### config.mk
export PLATFORM = sky130hd
export DESIGN_NAME = smbus_reg_slave
export DESIGN_NICKNAME = d
export VERILOG_FILES = /design/src/rtl/smbus_pkg.sv /design/src/rtl/smbus_line_sync.sv /design/src/rtl/smbus_alert_ctrl.sv /design/src/rtl/smbus_link_fsm.sv /design/src/rtl/smbus_reg_slave.sv
export SDC_FILE = /design/constraint.sdc
export NUM_CORES = 1
export LEC_CHECK = 0
export CORE_MARGIN = 5
export CORE_UTILIZATION = 50
export CTS_BUF_LIST = sky130_fd_sc_hd__clkbuf_2
export CTS_CLUSTER_SIZE = 12
export DETAILED_ROUTE_END_ITERATION = 7
export PLACE_DENSITY_LB_ADDON = 0.12
export SLEW_MARGIN = 20
export SYNTH_ARGS = -nofsm -noshare
export SYNTH_HDL_FRONTEND = slang
export SYNTH_HIERARCHICAL = 1
export SYNTH_SLANG_ARGS = --single-unit
### constraint.sdc
create_clock -name clk_i -period 2 [get_ports clk_i]
set_input_delay 0.4 -clock clk_i [delete_from_list [all_inputs] [get_ports clk_i]]
set_output_delay 0.4 -clock clk_i [all_outputs]
set_load 0.02 [all_outputs]
### src/rtl/smbus_pkg.sv
package smbus_pkg;
  localparam int unsigned BYTE_W = 8;
  localparam int unsigned ADDR_W = 7;

  typedef enum logic [3:0] {
    ST_IDLE,
    ST_ADDR,
    ST_ADDR_ACK,
    ST_CMD,
    ST_CMD_ACK,
    ST_WDATA,
    ST_WDATA_ACK,
    ST_TX,
    ST_TX_ACK,
    ST_SKIP
  } link_st_e;
endpackage

### src/rtl/smbus_line_sync.sv
module smbus_line_sync #(
  parameter int unsigned STAGES = 2
) (
  input  logic clk_i,
  input  logic rst_ni,
  input  logic scl_i,
  input  logic sda_i,
  output logic scl_s_o,
  output logic sda_s_o,
  output logic start_o,
  output logic stop_o,
  output logic scl_rise_o,
  output logic scl_fall_o
);
  logic [STAGES-1:0] scl_pipe, sda_pipe;
  logic scl_q, sda_q;

  genvar g;
  generate
    for (g = 0; g < STAGES; g++) begin : g_stage
      always_ff @(posedge clk_i or negedge rst_ni) begin
        if (!rst_ni) begin
          scl_pipe[g] <= 1'b1;
          sda_pipe[g] <= 1'b1;
        end else if (g == 0) begin
          scl_pipe[g] <= scl_i;
          sda_pipe[g] <= sda_i;
        end else begin
          scl_pipe[g] <= scl_pipe[g-1];
          sda_pipe[g] <= sda_pipe[g-1];
        end
      end
    end
  endgenerate

  always_ff @(posedge clk_i or negedge rst_ni) begin
    if (!rst_ni) begin
      scl_q <= 1'b1;
      sda_q <= 1'b1;
    end else begin
      scl_q <= scl_pipe[STAGES-1];
      sda_q <= sda_pipe[STAGES-1];
    end
  end

  assign scl_s_o    = scl_pipe[STAGES-1];
  assign sda_s_o    = sda_pipe[STAGES-1];
  assign start_o    = scl_s_o & scl_q & sda_q & ~sda_s_o;
  assign stop_o     = scl_s_o & scl_q & ~sda_q & sda_s_o;
  assign scl_rise_o = scl_s_o & ~scl_q;
  assign scl_fall_o = ~scl_s_o & scl_q;
endmodule

### src/rtl/smbus_alert_ctrl.sv
module smbus_alert_ctrl (
  input  logic clk_i,
  input  logic rst_ni,
  input  logic alert_i,
  input  logic clr_i,
  output logic pend_o
);
  logic alert_q;

  always_ff @(posedge clk_i or negedge rst_ni) begin
    if (!rst_ni) begin
      alert_q <= 1'b0;
      pend_o  <= 1'b0;
    end else begin
      alert_q <= alert_i;
      // a new request wins over a same-cycle clear
      pend_o  <= (pend_o & ~clr_i) | (alert_i & ~alert_q);
    end
  end


  alert_set_chk: assert property (@(posedge clk_i) disable iff (!rst_ni)
    (alert_i && !alert_q) |=> pend_o);
endmodule

### src/rtl/smbus_link_fsm.sv
module smbus_link_fsm
  import smbus_pkg::*;
#(
  parameter logic [ADDR_W-1:0] SLAVE_ADDR = 7'h2E,
  parameter logic [ADDR_W-1:0] ARA_ADDR   = 7'h0C
) (
  input  logic              clk_i,
  input  logic              rst_ni,
  input  logic              start_i,
  input  logic              stop_i,
  input  logic              scl_rise_i,
  input  logic              scl_fall_i,
  input  logic              sda_i,
  input  logic              alert_pend_i,
  input  logic [BYTE_W-1:0] reg_rdata_i,
  output logic              sda_oe_o,
  output logic [BYTE_W-1:0] ptr_o,
  output logic              reg_we_o,
  output logic [BYTE_W-1:0] reg_wdata_o,
  output logic              ara_done_o
);
  localparam logic [3:0] LAST_BIT = 4'(BYTE_W - 1);
  localparam logic [BYTE_W-1:0] ARA_REPLY = {SLAVE_ADDR, 1'b0};

  link_st_e          st;
  logic [3:0]        bit_cnt;
  logic [BYTE_W-2:0] rx_sh;
  logic [BYTE_W-2:0] tx_rest;
  logic              ack_on, ack_q, rd_q, ara_q;
  logic [BYTE_W-1:0] rx_byte;
  logic [BYTE_W-1:0] tx_byte;
  logic              arb_lost;

  assign rx_byte  = {rx_sh, sda_i};
  assign tx_byte  = ara_q ? ARA_REPLY : reg_rdata_i;
  assign arb_lost = ara_q & ~sda_oe_o & ~sda_i;

  always_ff @(posedge clk_i or negedge rst_ni) begin
    if (!rst_ni) begin
      st          <= ST_IDLE;
      bit_cnt     <= '0;
      rx_sh       <= '0;
      tx_rest     <= '0;
      ack_on      <= 1'b0;
      ack_q       <= 1'b0;
      rd_q        <= 1'b0;
      ara_q       <= 1'b0;
      sda_oe_o    <= 1'b0;
      ptr_o       <= '0;
      reg_we_o    <= 1'b0;
      reg_wdata_o <= '0;
      ara_done_o  <= 1'b0;
    end else begin
      reg_we_o   <= 1'b0;
      ara_done_o <= 1'b0;
      if (stop_i) begin
        st       <= ST_IDLE;
        sda_oe_o <= 1'b0;
        ack_on   <= 1'b0;
      end else if (start_i) begin
        st       <= ST_ADDR;
        bit_cnt  <= '0;
        sda_oe_o <= 1'b0;
        ack_on   <= 1'b0;
      end else begin
        unique case (st)
          ST_ADDR, ST_CMD, ST_WDATA: begin
            if (scl_rise_i) begin
              rx_sh   <= rx_byte[BYTE_W-2:0];
              bit_cnt <= bit_cnt + 4'd1;
              if (bit_cnt == LAST_BIT) begin
                bit_cnt <= '0;
                ack_q   <= 1'b1;
                if (st == ST_ADDR) begin
                  if (rx_byte[BYTE_W-1:1] == SLAVE_ADDR) begin
                    rd_q  <= rx_byte[0];
                    ara_q <= 1'b0;
                    st    <= ST_ADDR_ACK;
                  end else if (rx_byte[BYTE_W-1:1] == ARA_ADDR && rx_byte[0] && alert_pend_i) begin
                    rd_q  <= 1'b1;
                    ara_q <= 1'b1;
                    st    <= ST_ADDR_ACK;
                  end else begin
                    st <= ST_SKIP;
                  end
                end else if (st == ST_CMD) begin
                  ptr_o <= rx_byte;
                  st    <= ST_CMD_ACK;
                end else begin
                  ptr_o       <= ptr_o;
                  reg_we_o    <= 1'b1;
                  reg_wdata_o <= rx_byte;
                  st          <= ST_WDATA_ACK;
                end
              end
            end
          end
          ST_ADDR_ACK, ST_CMD_ACK, ST_WDATA_ACK: begin
            if (scl_fall_i) begin
              if (!ack_on) begin
                ack_on   <= 1'b1;
                sda_oe_o <= ack_q;
              end else begin
                ack_on   <= 1'b0;
                sda_oe_o <= 1'b0;
                bit_cnt  <= '0;
                if (st == ST_ADDR_ACK) begin
                  if (rd_q) begin
                    sda_oe_o <= ~tx_byte[BYTE_W-1];
                    tx_rest  <= tx_byte[BYTE_W-2:0];
                    st       <= ST_TX;
                  end else begin
                    st <= ST_CMD;
                  end
                end else if (st == ST_CMD_ACK) begin
                  st <= ST_WDATA;
                end else begin
                  st <= ST_SKIP;
                end
              end
            end
          end
          ST_TX: begin
            if (scl_rise_i) begin
              bit_cnt <= bit_cnt + 4'd1;
              if (arb_lost) begin
                st <= ST_SKIP;
              end else if (bit_cnt == LAST_BIT) begin
                st         <= ST_TX_ACK;
                ara_done_o <= ara_q;
              end
            end else if (scl_fall_i) begin
              sda_oe_o <= ~tx_rest[BYTE_W-2];
              tx_rest  <= {tx_rest[BYTE_W-3:0], 1'b0};
            end
          end
          ST_TX_ACK: begin
            if (scl_fall_i) sda_oe_o <= 1'b0;
            if (scl_rise_i) st <= ST_SKIP;
          end
          default: ;
        endcase
      end
    end
  end


  we_pulse_chk: assert property (@(posedge clk_i) disable iff (!rst_ni)
    reg_we_o |=> !reg_we_o);


  skip_release_chk: assert property (@(posedge clk_i) disable iff (!rst_ni)
    (st == ST_SKIP && !start_i && !stop_i) |=> !sda_oe_o);
endmodule

### src/rtl/smbus_reg_slave.sv
module smbus_reg_slave
  import smbus_pkg::*;
#(
  parameter logic [ADDR_W-1:0] SLAVE_ADDR  = 7'h2E,
  parameter logic [ADDR_W-1:0] ARA_ADDR    = 7'h0C,
  parameter int unsigned       SYNC_STAGES = 2
) (
  input  logic              clk_i,
  input  logic              rst_ni,
  input  logic              scl_i,
  input  logic              sda_i,
  output logic              sda_oe_o,
  input  logic              alert_i,
  output logic              alert_o,
  output logic [BYTE_W-1:0] reg_addr_o,
  output logic              reg_we_o,
  output logic [BYTE_W-1:0] reg_wdata_o,
  input  logic [BYTE_W-1:0] reg_rdata_i
);
  logic scl_s, sda_s, start, stop, scl_rise, scl_fall;
  logic ara_done;

  smbus_line_sync #(.STAGES(SYNC_STAGES)) u_sync (
    .clk_i      (clk_i),
    .rst_ni     (rst_ni),
    .scl_i      (scl_i),
    .sda_i      (sda_i),
    .scl_s_o    (scl_s),
    .sda_s_o    (sda_s),
    .start_o    (start),
    .stop_o     (stop),
    .scl_rise_o (scl_rise),
    .scl_fall_o (scl_fall)
  );

  smbus_alert_ctrl u_alert (
    .clk_i   (clk_i),
    .rst_ni  (rst_ni),
    .alert_i (alert_i),
    .clr_i   (ara_done),
    .pend_o  (alert_o)
  );

  smbus_link_fsm #(.SLAVE_ADDR(SLAVE_ADDR), .ARA_ADDR(ARA_ADDR)) u_fsm (
    .clk_i        (clk_i),
    .rst_ni       (rst_ni),
    .start_i      (start),
    .stop_i       (stop),
    .scl_rise_i   (scl_rise),
    .scl_fall_i   (scl_fall),
    .sda_i        (sda_s),
    .alert_pend_i (alert_o),
    .reg_rdata_i  (reg_rdata_i),
    .sda_oe_o     (sda_oe_o),
    .ptr_o        (reg_addr_o),
    .reg_we_o     (reg_we_o),
    .reg_wdata_o  (reg_wdata_o),
    .ara_done_o   (ara_done)
  );


  scl_high_hold_chk: assert property (@(posedge clk_i) disable iff (!rst_ni)
    (scl_s && $past(scl_s)) |-> $stable(sda_oe_o));


  stop_release_chk: assert property (@(posedge clk_i) disable iff (!rst_ni)
    stop |=> !sda_oe_o);
endmodule

# [Word-level counts from Yosys, hierarchy flattened]
# Index checks and enable logic that the tools add are counted.
# Widths: inputs -> output; s select.
[totals] register_bits=53 latch_bits=0 ramBits=0 rom_bits=0 inputBits=13 out_inout_bits=19 word_cells=163 mem_count=0
[op_classes] n_addsub=1 multipliers=0 div_mod_pow=0 magnitude_cmp=0 eq_ne=31 shift=0 mux=64 bitwise_logic=25 n_reduce_logical=21
[ops] operator="$mux 4" count=21
[ops] operator="$mux 7" count=6
[ops] operator="$mux 1" count=30
[ops] operator="$ne 4x4->1 const B" count=7
[ops] operator="$reduce_and 7->1" count=3
[ops] operator="$eq 4x3->1 const B" count=5
[ops] operator="$pmux 4 s4" count=1
[ops] operator="$pmux 7 s2" count=1
[ops] operator="$not 1->1" count=13
[ops] operator="$pmux 4 s3" count=1
[ops] operator="$and 1x1->1" count=11
[ops] operator="$reduce_and 5->1" count=2
[ops] operator="$ne 3x3->1 const B" count=3
[ops] operator="$reduce_and 9->1" count=1
[ops] operator="$eq 4x2->1 const B" count=2
[ops] operator="$mux 8" count=1
[ops] operator="$ne 4x3->1 const B" count=2
[ops] operator="$reduce_and 8->1" count=1
[ops] operator="$eq 7x4->1 const B" count=1
[ops] operator="$eq 7x6->1 const B" count=1
[ops] operator="$ne 2x1->1 const B" count=3
[ops] operator="$ne 2x2->1 const B" count=3
[ops] operator="$reduce_and 6->1" count=1
[ops] operator="$reduce_bool 3->1" count=2
[ops] operator="17 further kinds" count=20

# [Depth between registers and ports, before layout]
[depth] depth_word=11 mapped_depth=8 mapped_depth_nobuf=6

# [Modules after synthesis]
# Netlist, hierarchy kept.
[modules_own_cells] module="smbus_link_fsm" instances=1 cells_per_inst=212 area_each_um2=2349.8 seq_area_each_um2=1126.1
[modules_own_cells] module="smbus_line_sync" instances=1 cells_per_inst=10 area_each_um2=190.2 seq_area_each_um2=157.7
[modules_own_cells] module="smbus_alert_ctrl" instances=1 cells_per_inst=5 area_each_um2=70.1 seq_area_each_um2=50.0

# [Worst setup path after synthesis]
# No wires, ideal clock.
[synth_path] path_kind="reg2reg" start="reg u_sync.sda_pipe[1] (netlist: u_sync/sda_s_o)" end="reg u_fsm.ptr_o[0]" setup_ns=0.125 arrival_ns=1.958 path_slack_ns=-0.083 stages_incl_launch_ff=6 synth_period_minus_slack_ns=2.083 path_cell_list="dfstp_2 -> and4b_1 -> nor2_1 -> nand3_4 -> nor3b_4 -> mux2_2"
[synth_between] elab_chain_cells=4 word_cells_on_any_way=6 classes_between="5 x bitwise; 1 x reduce/logical"
[synth_rtl] item="start, declared" line="smbus_line_sync.sv:15" text="logic [STAGES-1:0] scl_pipe, sda_pipe;"
[synth_rtl] item="start signal, assigned by index" line="smbus_line_sync.sv:27" text="sda_pipe[g] <= sda_i;"
[synth_rtl] item="start signal, assigned by index" line="smbus_line_sync.sv:30" text="sda_pipe[g] <= sda_pipe[g-1];"
[synth_rtl] item="$not 1->1" line="smbus_line_sync.sv:48" text="assign start_o = scl_s_o & scl_q & sda_q & ~sda_s_o;"
[synth_rtl] item="$and 1x1->1" line="smbus_line_sync.sv:48"
[synth_rtl] item="via start" line="smbus_reg_slave.sv:20" text="logic scl_s, sda_s, start, stop, scl_rise, scl_fall;"
[synth_rtl] item="$not 1->1 (no line)"
[synth_rtl] item="$reduce_and 7->1 (no line)"
[synth_rtl] item="end signal, assigned" line="smbus_link_fsm.sv:87" text="ptr_o <= rx_byte;"
[synth_rtl] item="end signal, assigned" line="smbus_link_fsm.sv:90" text="ptr_o <= ptr_o;"
[synth_rtl] item="end, declared" line="smbus_link_fsm.sv:17" text="output logic [BYTE_W-1:0] ptr_o,"
# The timed path passes the listed nets, and every way through them passes these cells.
# A chain may end at the register's enable or synchronous reset.

# [Worst setup path after layout]
[layout_path] start="reg u_sync.sda_pipe[1] (netlist: u_sync/sda_s_o)" end="reg u_fsm.reg_wdata_o[4]"
[layout_between] elab_chain_cells=4 word_cells_on_any_way=6 classes_between="5 x bitwise; 1 x reduce/logical"
[layout_rtl] item="$not 1->1" line="smbus_line_sync.sv:48"
[layout_rtl] item="$and 1x1->1" line="smbus_line_sync.sv:48"
[layout_rtl] item="via start" line="smbus_reg_slave.sv:20"
[layout_rtl] item="$not 1->1 (no line)"
[layout_rtl] item="$reduce_and 7->1 (no line)"
[layout_rtl] item="end signal, assigned" line="smbus_link_fsm.sv:92" text="reg_wdata_o <= rx_byte;"
[layout_rtl] item="end, declared" line="smbus_link_fsm.sv:19" text="output logic [BYTE_W-1:0] reg_wdata_o,"
# The timed path passes the listed nets, and every way through them passes these cells.

==> flow_metrics.tcl <==
set metrics [dict create \
    status "completed" \
    final_cell_mix "45 x dfrtp_1, 29 x clkdlybuf4s50_1, 25 x buf_4" \
    fin_area_mm2 0.00339 \
    worst_pin_slew_ns 0.550 \
    synthTopCellsByArea "dfrtp_1 45%, mux2_2 9.5%, dfstp_2 6.0%, a21oi_1 2.7%, nor2_1 1.9%" \
    cp.arrival_ns 2.37 \
    cts.reportedPaths.clkPinSlew_ns 0.27 \
    multi_input_area_mm2 0.00129 \
    final_hold_viol_count 0 \
    place_hpwl_um 4010 \
    gp_congestion 0.857 \
    antenna_found_initial 0 \
    worstSetupPathType "flop to flop" \
    postLayoutCoreUtil_pct 66.7 \
    syn2layout_area_growth_pct 29.8 \
    layout_commonest_cell "dfrtp_1" \
    placementRows 26 \
    ys_types 59 \
    hold_end "u_sync/sda_pipe[0]$_DFF_PN1_" \
    cts_buffer_depth 2 \
    peakVddDrop_mv 0.562 \
    die_y_um 82.3 \
    viasPerCell 5.63 \
    port_buffers 31 \
    finClkSkew_ns 0.0379 \
    worstPathMaxFanout 5 \
    cts_tree "yes" \
    syn_inst 227 \
    rrSetupSlack_ns 0.006 \
    hp-class "primary input to flop" \
    grt_pass1_vias 1886 \
    worstSetupStartpoint "u_sync/sda_s_o$_DFF_PN1_" \
    synth_flop_cell "dfrtp_1" \
    drc 0 \
    rr_startpoint "u_sync/sda_s_o$_DFF_PN1_" \
    synth_seq_cells 53 \
    setup_viol 0 \
    finalPower_uw 2790 \
    antenna_cells 0 \
    fmax_mhz 501 \
    netlist_area_mm2 0.00261 \
    p_leak_uw 0.00150 \
    hold_depth 1 \
    place_ws_ns -0.0206 \
    clk_latency_ns 0.46 \
    grt_max_degree 24 \
    hp-start "sda_i" \
    cp.required_ns 2.37 \
    maxCapViolations 0 \
    synth_top_area_cell "dfrtp_1" \
    htreeDepth 2 \
    drive_gt1_share_pct 33.0 \
    synth_top_area_share_pct 45.1 \
    die_width_um 82.3 \
    period_share_pct 99.7 \
    synth_edf_count 0 \
    synthArstFlopShare_pct 100 \
    ant_nets 0 \
    initial_core_util_pct 51.4 \
    syn_nets 241 \
    grt_use_total_pct 18.3 \
    drv_slew 0 \
    n_fill_cell 415 \
    cts_sinks 53 \
    yosysWarnings 6 \
    place_area_mm2 0.00312 \
    r2r_cells 6 \
    ioPinCount 32 \
    grt_pass1_wl_um 9470 \
    relSlewSlack_pct 63.4 \
    power_density_mw_per_mm2 824 \
    period_needed_ns 1.99 \
    r2r-end "u_fsm/reg_wdata_o[4]$_DFFE_PN0P_" \
    wl_um 5790 \
    fin_ws_ns 0.00577 \
    grt-ovfl-total 0 \
    syn_avg_cell_area_um2 11.5 \
    synth-seq-area-share_pct 51.1 \
    cts_buffers 5 \
    first_pass_iters 4 \
    clockRootBuffer "clkbuf_2" \
    rsz0062_at_grt "yes" \
    endpoint_kind "flop" \
    vias 1998 \
    regArea_mm2 0.00134 \
    die_area_mm2 0.00677 \
    core_mm2 0.00507 \
    final_nets 298 \
    avgRoutedWirePerCell_um 16.3 \
    worstSetupStartpointType "flop" \
    drtIter0Drc 189 \
]
[how the worst max path moves through the flow]
stage,depth (start not counted),slack [ns],endpoint
2_1_floorplan,6,0.02,u_fsm/ptr_o[0]$_DFFE_PN0P_
3_5_place_dp,7,-0.02,u_fsm/tx_rest[2]$_DFFE_PN0P_
4_1_cts,6,0.005,u_fsm/reg_wdata_o[4]$_DFFE_PN0P_
6_report,6,0.006,u_fsm/reg_wdata_o[4]$_DFFE_PN0P_
3_3_place_gp,7,0.03,u_fsm/st[1]$_DFFE_PN0P_
5_1_grt,6,-0.08,u_fsm/reg_wdata_o[4]$_DFFE_PN0P_
[layer usage]
| metal | share of wire (%) | track usage (%) | routed length [um] |
|---|---|---|---|
| met1 | 47 | 27.9 | 2750 |
| met2 | 45 | 26.6 | 2630 |
| met3 | 6.0 | 2.82 | 349 |
| met4 | 1.1 | 5.98 | 66 |
| met5 | 0 | 0 | 0 |
[timing repair]
| action | in CTS | in global routing |
|---|---|---|
| gates resized for setup | 2 | 34 |
| pin swaps | 0 | 5 |
| cloned | 0 | 1 |
| setup endpoints to repair | 13 | 27 |
| hold buffers | 1 | 0 |
| hold endpoints to repair | 21 | 0 |
| setup buffers | 2 | 3 |
[cell type report]
cell class / count / share of cell area, %
multi-input cells: 152 / 38.0
repair buffers: 62 / 16.8
inverters: 10 / 1.11
clock buffers: 5 / 0.739
clock inverters: 3 / 1.29
flip-flops and latches: 53 / 39.5
well taps: 70 / 2.59
[metrics by stage]
stage | TNS [ns] | std cells | hold WS, ns
global route | -0.650 | 355 | 0.263
CTS | 0 | 351 | 0.300
global placement | 0 | 340 | 0.345
finish | 0 | 355 | 0.316
detailed placement | -0.0701 | 340 | 0.347
floorplan | 0 | 227 | 0.104
[where the power goes]
| group | internal (uW) | switching, uW |
|---|---|---|
| registers | 1260 | 204 |
| logic | 388 | 366 |
| clock network | 215 | 359 |
| total | 1860 | 929 |
[state kept, by name (all words and copies together), names as in the netlist, 4 cells and up]
signal / flops
u_fsm/rx_sh: 7
u_fsm/ptr_o: 8
u_fsm/reg_wdata_o: 8
u_fsm/bit_cnt: 4
u_fsm/tx_rest: 7
u_fsm/st: 4
[synth_stat cells, drive strengths merged, types with 2 or more instances]
library cell and instances:
or3 5, a21oi 14, a31oi 2, a2111oi 2, dfrtp 47, o22ai 2
nor4 2, clkbuf 3, buf 9, nand4b 2, a41oi 2, o21ai 8
and3b 2, or2 3, o211ai 6, o32ai 2, and4b 2, inv 10
dfstp 6, mux2i 2, nand3 5, nor3 6, nand2b 2, nor2b 5
nand4 3, mux2 22, nand3b 2, nor3b 6, nand2 12, o21bai 2
nor2 13
[worst max-delay path, cell delays in order (launching register included)]
cell     delay, ns
dfstp_2       0.61
and4b_2       0.25
nor2_4        0.18
nand3_4       0.14
nor3b_4       0.24
buf_4         0.18
mux2_2        0.34
[kinds of logic after synthesis]
family	synth area share, %
AO/OA/AOI/OAI	14.5
XOR/XNOR	0.336
adder cells (fa/ha/maj)	0.479
buffers and inverters	4.55
flip-flops	51.1
multiplexers	10.3
AND/OR/NAND/NOR	18.8
Note: power is estimated with default switching activity, not from simulation.
